==> src/rtl/lsu_chk_pkg.sv <==
package lsu_chk_pkg;
  localparam int unsigned CAUSE_W = 4;

  typedef enum logic [CAUSE_W-1:0] {
    CAUSE_NONE        = 4'd0,
    CAUSE_ILLEGAL     = 4'd2,
    CAUSE_LD_MISALIGN = 4'd4,
    CAUSE_LD_FAULT    = 4'd5,
    CAUSE_ST_MISALIGN = 4'd6
  } cause_e;

  typedef struct packed {
    logic [1:0] size_log2;
    logic       is_signed;
    logic       illegal;
  } size_info_t;
endpackage

==> src/rtl/lsu_size_decode.sv <==
module lsu_size_decode
  import lsu_chk_pkg::*;
(
  input  logic       is_store,
  input  logic       compressed,
  input  logic [2:0] width,
  output size_info_t info
);
  always_comb begin
    info.size_log2 = width[1:0];
    info.is_signed = ~width[2];
    info.illegal   = 1'b0;
    if (compressed) begin
      info.size_log2 = 2'd2;
      info.is_signed = 1'b1;
    end else if (is_store) begin
      info.illegal = (width > 3'd2);
    end else begin
      info.illegal = (width == 3'd3) || (width == 3'd6) || (width == 3'd7);
    end
  end
endmodule

==> src/rtl/lsu_misalign.sv <==
module lsu_misalign #(
  parameter int unsigned AW = 32
) (
  input  logic [AW-1:0] addr,
  input  logic [1:0]    size_log2,
  output logic          misaligned
);
  localparam int unsigned MW = 3;
  logic [MW-1:0] mask;

  always_comb begin
    mask       = MW'((MW'(1) << size_log2) - MW'(1));
    misaligned = |(addr & AW'(mask));
  end
endmodule

==> src/rtl/lsu_load_extend.sv <==
module lsu_load_extend #(
  parameter int unsigned DW = 32
) (
  input  logic [DW-1:0] raw,
  input  logic [1:0]    size_log2,
  input  logic          is_signed,
  output logic [DW-1:0] ext
);
  localparam int unsigned BW = 8;
  localparam int unsigned HW = 16;

  always_comb begin
    unique case (size_log2)
      2'd0:    ext = {{(DW-BW){is_signed & raw[BW-1]}}, raw[BW-1:0]};
      2'd1:    ext = {{(DW-HW){is_signed & raw[HW-1]}}, raw[HW-1:0]};
      default: ext = raw;
    endcase
  end
endmodule

==> src/rtl/lsu_align_check.sv <==
module lsu_align_check
  import lsu_chk_pkg::*;
#(
  parameter int unsigned AW = 32,
  parameter int unsigned DW = 32
) (
  input  logic               clk,
  input  logic               rst_n,
  input  logic               req_valid,
  input  logic               req_is_store,
  input  logic               req_compressed,
  input  logic [2:0]         req_width,
  input  logic [AW-1:0]      req_addr,
  input  logic               bus_rsp_error,
  input  logic [DW-1:0]      bus_rsp_data,
  output logic               bus_req_valid,
  output logic               bus_req_write,
  output logic [AW-1:0]      bus_req_addr,
  output logic               exc_valid,
  output logic [CAUSE_W-1:0] exc_cause,
  output logic               wb_valid,
  output logic [DW-1:0]      wb_data,
  output logic               done_valid
);
  size_info_t info;
  logic       misaligned;
  logic [DW-1:0] ext_data;

  lsu_size_decode u_dec (
    .is_store   (req_is_store),
    .compressed (req_compressed),
    .width      (req_width),
    .info       (info)
  );

  lsu_misalign #(.AW(AW)) u_mis (
    .addr       (req_addr),
    .size_log2  (info.size_log2),
    .misaligned (misaligned)
  );

  lsu_load_extend #(.DW(DW)) u_ext (
    .raw        (bus_rsp_data),
    .size_log2  (info.size_log2),
    .is_signed  (info.is_signed),
    .ext        (ext_data)
  );

  // Bus side: only legal, aligned requests leave the block.
  always_comb begin
    bus_req_valid = req_valid & ~info.illegal & ~misaligned;
    bus_req_write = req_is_store;
    bus_req_addr  = req_addr;
  end

  // Next-state of the result registers.
  logic               exc_n, wb_n, done_n, data_en;
  logic [CAUSE_W-1:0] cause_n;
  logic [DW-1:0]      data_n;

  always_comb begin
    exc_n   = 1'b0;
    cause_n = CAUSE_NONE;
    wb_n    = 1'b0;
    done_n  = 1'b0;
    data_n  = '0;
    if (req_valid) begin
      if (info.illegal) begin
        exc_n   = 1'b1;
        cause_n = CAUSE_ILLEGAL;
      end else if (misaligned) begin
        exc_n   = 1'b1;
        cause_n = req_is_store ? CAUSE_ST_MISALIGN : CAUSE_LD_MISALIGN;
      end else if (!req_is_store && bus_rsp_error) begin
        exc_n   = 1'b1;
        cause_n = CAUSE_LD_FAULT;
      end else begin
        done_n = 1'b1;
        wb_n   = ~req_is_store;
        data_n = req_is_store ? '0 : ext_data;
      end
    end
    data_en = wb_n | wb_valid;
  end

  always_ff @(posedge clk or negedge rst_n) begin
    if (!rst_n) begin
      exc_valid  <= 1'b0;
      exc_cause  <= '0;
      wb_valid   <= 1'b0;
      done_valid <= 1'b0;
    end else begin
      exc_valid  <= exc_n;
      exc_cause  <= cause_n;
      wb_valid   <= wb_n;
      done_valid <= done_n;
    end
  end

  always_ff @(posedge clk or negedge rst_n) begin
    if (!rst_n) begin
      wb_data <= '0;
    end else if (data_en) begin
      wb_data <= data_n;
    end
  end
endmodule

==> config.mk <==
export PLATFORM = sky130hd
export DESIGN_NAME = lsu_align_check
export DESIGN_NICKNAME = d
export VERILOG_FILES = /design/src/rtl/lsu_chk_pkg.sv /design/src/rtl/lsu_size_decode.sv /design/src/rtl/lsu_misalign.sv /design/src/rtl/lsu_load_extend.sv /design/src/rtl/lsu_align_check.sv
export SDC_FILE = /design/constraint.sdc
export NUM_CORES = 1
export LEC_CHECK = 0
export ABC_CLOCK_PERIOD_IN_PS = 2350
export BUFFER_PORTS_ARGS = -buffer_cell sky130_fd_sc_hd__buf_4
export CAP_MARGIN = 20
export CORE_MARGIN = 5
export CORE_UTILIZATION = 35
export CTS_CLUSTER_SIZE = 40
export DETAILED_ROUTE_END_ITERATION = 6
export HOLD_SLACK_MARGIN = 0.1
export PLACE_DENSITY = 0.75
export SETUP_SLACK_MARGIN = 0.05
export SYNTH_ARGS = -nofsm -noshare
export SYNTH_HDL_FRONTEND = slang
export SYNTH_HIERARCHICAL = 1
export SYNTH_SLANG_ARGS = --single-unit
==> constraint.sdc <==
create_clock -name clk -period 2.35 [get_ports clk]
set_input_delay 0.235 -clock clk [delete_from_list [all_inputs] [get_ports clk]]
set_output_delay 0.235 -clock clk [all_outputs]
set_load 0.02 [all_outputs]
==> flow_summary_export.csv <==
group,metric,value,unit
status,status,"finished, final reports clean",
global_route,grtUsageMet1,0.1578,
critical_path,critPathMaxFanout,33,
synth,synth_cell_types,27,
pwr,p_leak,0.001613,µW
global_route,grtUsageTotal,0.1299,
synth,ys_ff_latch,38,
layout,fin_nets,349,
clock_network,cts_tree,"done",
critical_path,r2r_slack,1.00,ns
timing,skew,0.004578,ns
die,die_w,94.05,µm
timing,finalHoldViolations,0,
synth,yosysMostFrequentCell,"buf_4",
synth,syn_area,2472,µm²
die,num_rows,30,
timing,slew-limit-headroom,0.5954,
critical_path,cp-start-kind,"primary input",
timing,maxSlewViolCount,0,
die,ioPinCount,146,
clock_network,cts-buffers-inserted,5,
die,die_h,94.05,µm
route,wire_per_inst,15.30,µm
clock_network,clkLatencyLatePin,0.28,ns
clock_network,cts_resized,0,
timing,rsz0062_at_grt,"false",
layout,area_growth_syn_to_layout,18.72,%
clock_network,cts_setup_buffers,0,
route,ant_nets,0,
global_route,busiest_layer,"met2",
hold_path,min-delay-path-class,"primary input to register",
critical_path,r2r_start,"wb_valid",
clock_network,cts_hold_buf,1,
timing,fin_crit_sh,0.9124,
critical_path,worstSetupStartpoint,"req_compressed",
layout,antenna_cells,0,
layout,fin_util,0.4297,
placement,numPortBuffers,86,
critical_path,cp-endpoint,"wb_data[22]",
die,core,6832,µm²
die,dieArea,8844,µm²
timing,finalSetupViolCount,0,
pwr,p_per_area,713.9,nW/µm²
layout,fin_area,2935,µm²
synth,synth_commonest_cells,"buf_4, dfrtp_1, nor2b_1",
synth,syn_inst,232,
synth,ys_top_cells_by_area,"dfrtp_1, mux2_4, buf_4",
critical_path,rr_endpoint,"wb_data[20]",
synth,yosys_warnings,6,
timing,period_minus_slack,2.144,ns
route,drt_wl_total,5.691,mm
synth,yosys.area.top_type_share,0.3846,
clock_network,cts_max_path_buffers,2,
pwr,internal-power,1433,µW
clock_network,numClockSinks,38,
synth,synth-seq-area-share,0.3846,
pwr,p_comb_frac,0.395,
placement,dp_hpwl,4.086,mm
synth,ys.flop_type,"dfrtp_1",
critical_path,rr_worst_depth,3,
synth,async_reset_ff_frac,1.000,
critical_path,worstSetupEndpointType,"register",
critical_path,critPathRequiredTime,2.52,ns
pwr,peakVddDrop,0.1876,mV
global_route,grt_start_max_net_pins,39,
timing,tightest_slew,0.5941,ns
pwr,swShare,0.3161,
clock_network,root_buffer,"clkbuf_8",
synth,syn-num-nets,305,
global_route,use_met3,0.04567,
synth,synth_edf_count,0,
global_route,antenna_found_initial,0,
route,drt_first_pass_iters,4,
timing,fmax,466.4,MHz
route,drtIter0Drc,73,
die,start_util,0.3619,
pwr,p_seq_frac,0.406,
synth,yosys.area.top_type,"dfrtp_1",
placement,place.gp.congestion,0.7349,
route,remaining_drc_errors,0,
global_route,gr-total-overflow,0,
pwr,clkPwrFrac,0.199,
placement,placed_area,2846,µm²
pwr,p_sw,662.4,µW
critical_path,worst_ep_arrival_time,2.31,ns
global_route,met2_usage,0.2058,
route,num_vias,1654,
clock_network,cts_max_level,2,
critical_path,path_class,"primary input to register",
layout,drive_gt1_frac,0.5072,
route,viasPerCell,4.446,
global_route,grt_pass1_wl,9.059,mm
global_route,grt_pass1_vias,1771,
job,drv_cap,0,
clock_network,path_clk_slew,0.07,ns
synth,syn_area_per_cell,10.66,µm²
[layout by cell type (no fill, tap or decap)]
| cell | instances |
|---|---|
| o21ai_1 | 9 |
| nor3b_1 | 1 |
| buf_4 | 91 |
| and2b_2 | 1 |
| buf_12 | 1 |
| conb_1 | 1 |
| clkbuf_8 | 5 |
| inv_1 | 3 |
| o31a_2 | 1 |
| dlygate4sd3_1 | 1 |
| mux2_2 | 3 |
| nand4bb_1 | 1 |
| mux2_4 | 29 |
| a21oi_1 | 3 |
| nand2_1 | 25 |
| clkinv_2 | 2 |
| nand2b_1 | 1 |
| nor2_1 | 2 |
| nor2b_1 | 35 |
| o21ai_0 | 14 |
| dfrtp_1 | 38 |
| mux2i_4 | 1 |
| or3b_1 | 1 |
| nand2b_4 | 1 |
| or2_1 | 1 |
| o21ai_2 | 4 |
| or3_2 | 1 |
[per-stage QoR]
stage / setup WS, ns / power (µW) / instances / TNS, ns / hold slack [ns]
6_report: 0.2058 / 2096 / 372 / 0 / 0.1793
5_1_grt: 0.1528 / 2226 / 372 / 0 / 0.1699
4_1_cts: 0.2214 / 2133 / 372 / 0 / 0.1665
3_5_place_dp: -0.08442 / 1698 / 364 / -2.345 / 0.2405
3_3_place_gp: 0.04233 / 1681 / 364 / 0 / 0.2329
2_1_floorplan: 0.1987 / 1439 / 232 / 0 / -0.06059
[registers in the layout, indices dropped and copies added (netlist names)]
name	flops
wb_valid	1
exc_cause	3
wb_data	32
done_valid	1
exc_valid	1
[power by group through the flow]
stage               Combinational [µW]  Clock [µW]  Sequential, µW
finish                             828         417             851
global route                       890         466             869
CTS                                840         441             852
detailed placement                 838           0             860
global placement                   821           0             860
floorplan                          427           0            1010
[how the worst min path moves through the flow]
| stage | start | to | slack [ns] | depth (start not counted) |
|---|---|---|---|---|
| finish | bus_rsp_data[1] | wb_data[1] | 0.18 | 2 |
| global placement | rst_n | wb_data[9] | 0.23 | 1 |
| detailed placement | rst_n | wb_data[9] | 0.24 | 1 |
| global route | bus_rsp_data[3] | wb_data[3] | 0.17 | 2 |
| floorplan | rst_n | done_valid | -0.06 | 0 |
| CTS | bus_rsp_data[1] | wb_data[1] | 0.17 | 2 |
[cell type report]
cell class	instances	area, µm²
clock buffer	5	68.82
clock inverter	2	10.01
fill	689	3896
inverter	3	11.26
multi-input combinational	135	1061
sequential	38	950.9
tap	96	120.1
timing repair buffer	93	713.2
[layer usage]
layer / share of wire / vias to the layer above
met1: 0.40 / 767
met2: 0.48 / 71
met4: 0.025 / 0
li1: - / 799
met3: 0.093 / 17
met5: 0 / -
[logic make-up after synthesis]
family / synth area share
and+or+nand+nor: 0.1574
DFF: 0.3846
other: 0.001517
buffers and inverters: 0.1867
muxes: 0.1989
AOI/OAI and AO/OA: 0.07085
[critical path, stage by stage]
cell and delay [ns]:
buf_4 0.12, or2_1 0.25, a21oi_1 0.18, o21ai_1 0.11, or3b_1 0.40, or3_2 0.46, buf_12 0.21, mux2_4 0.32
Power figures use the tool's default switching activity.
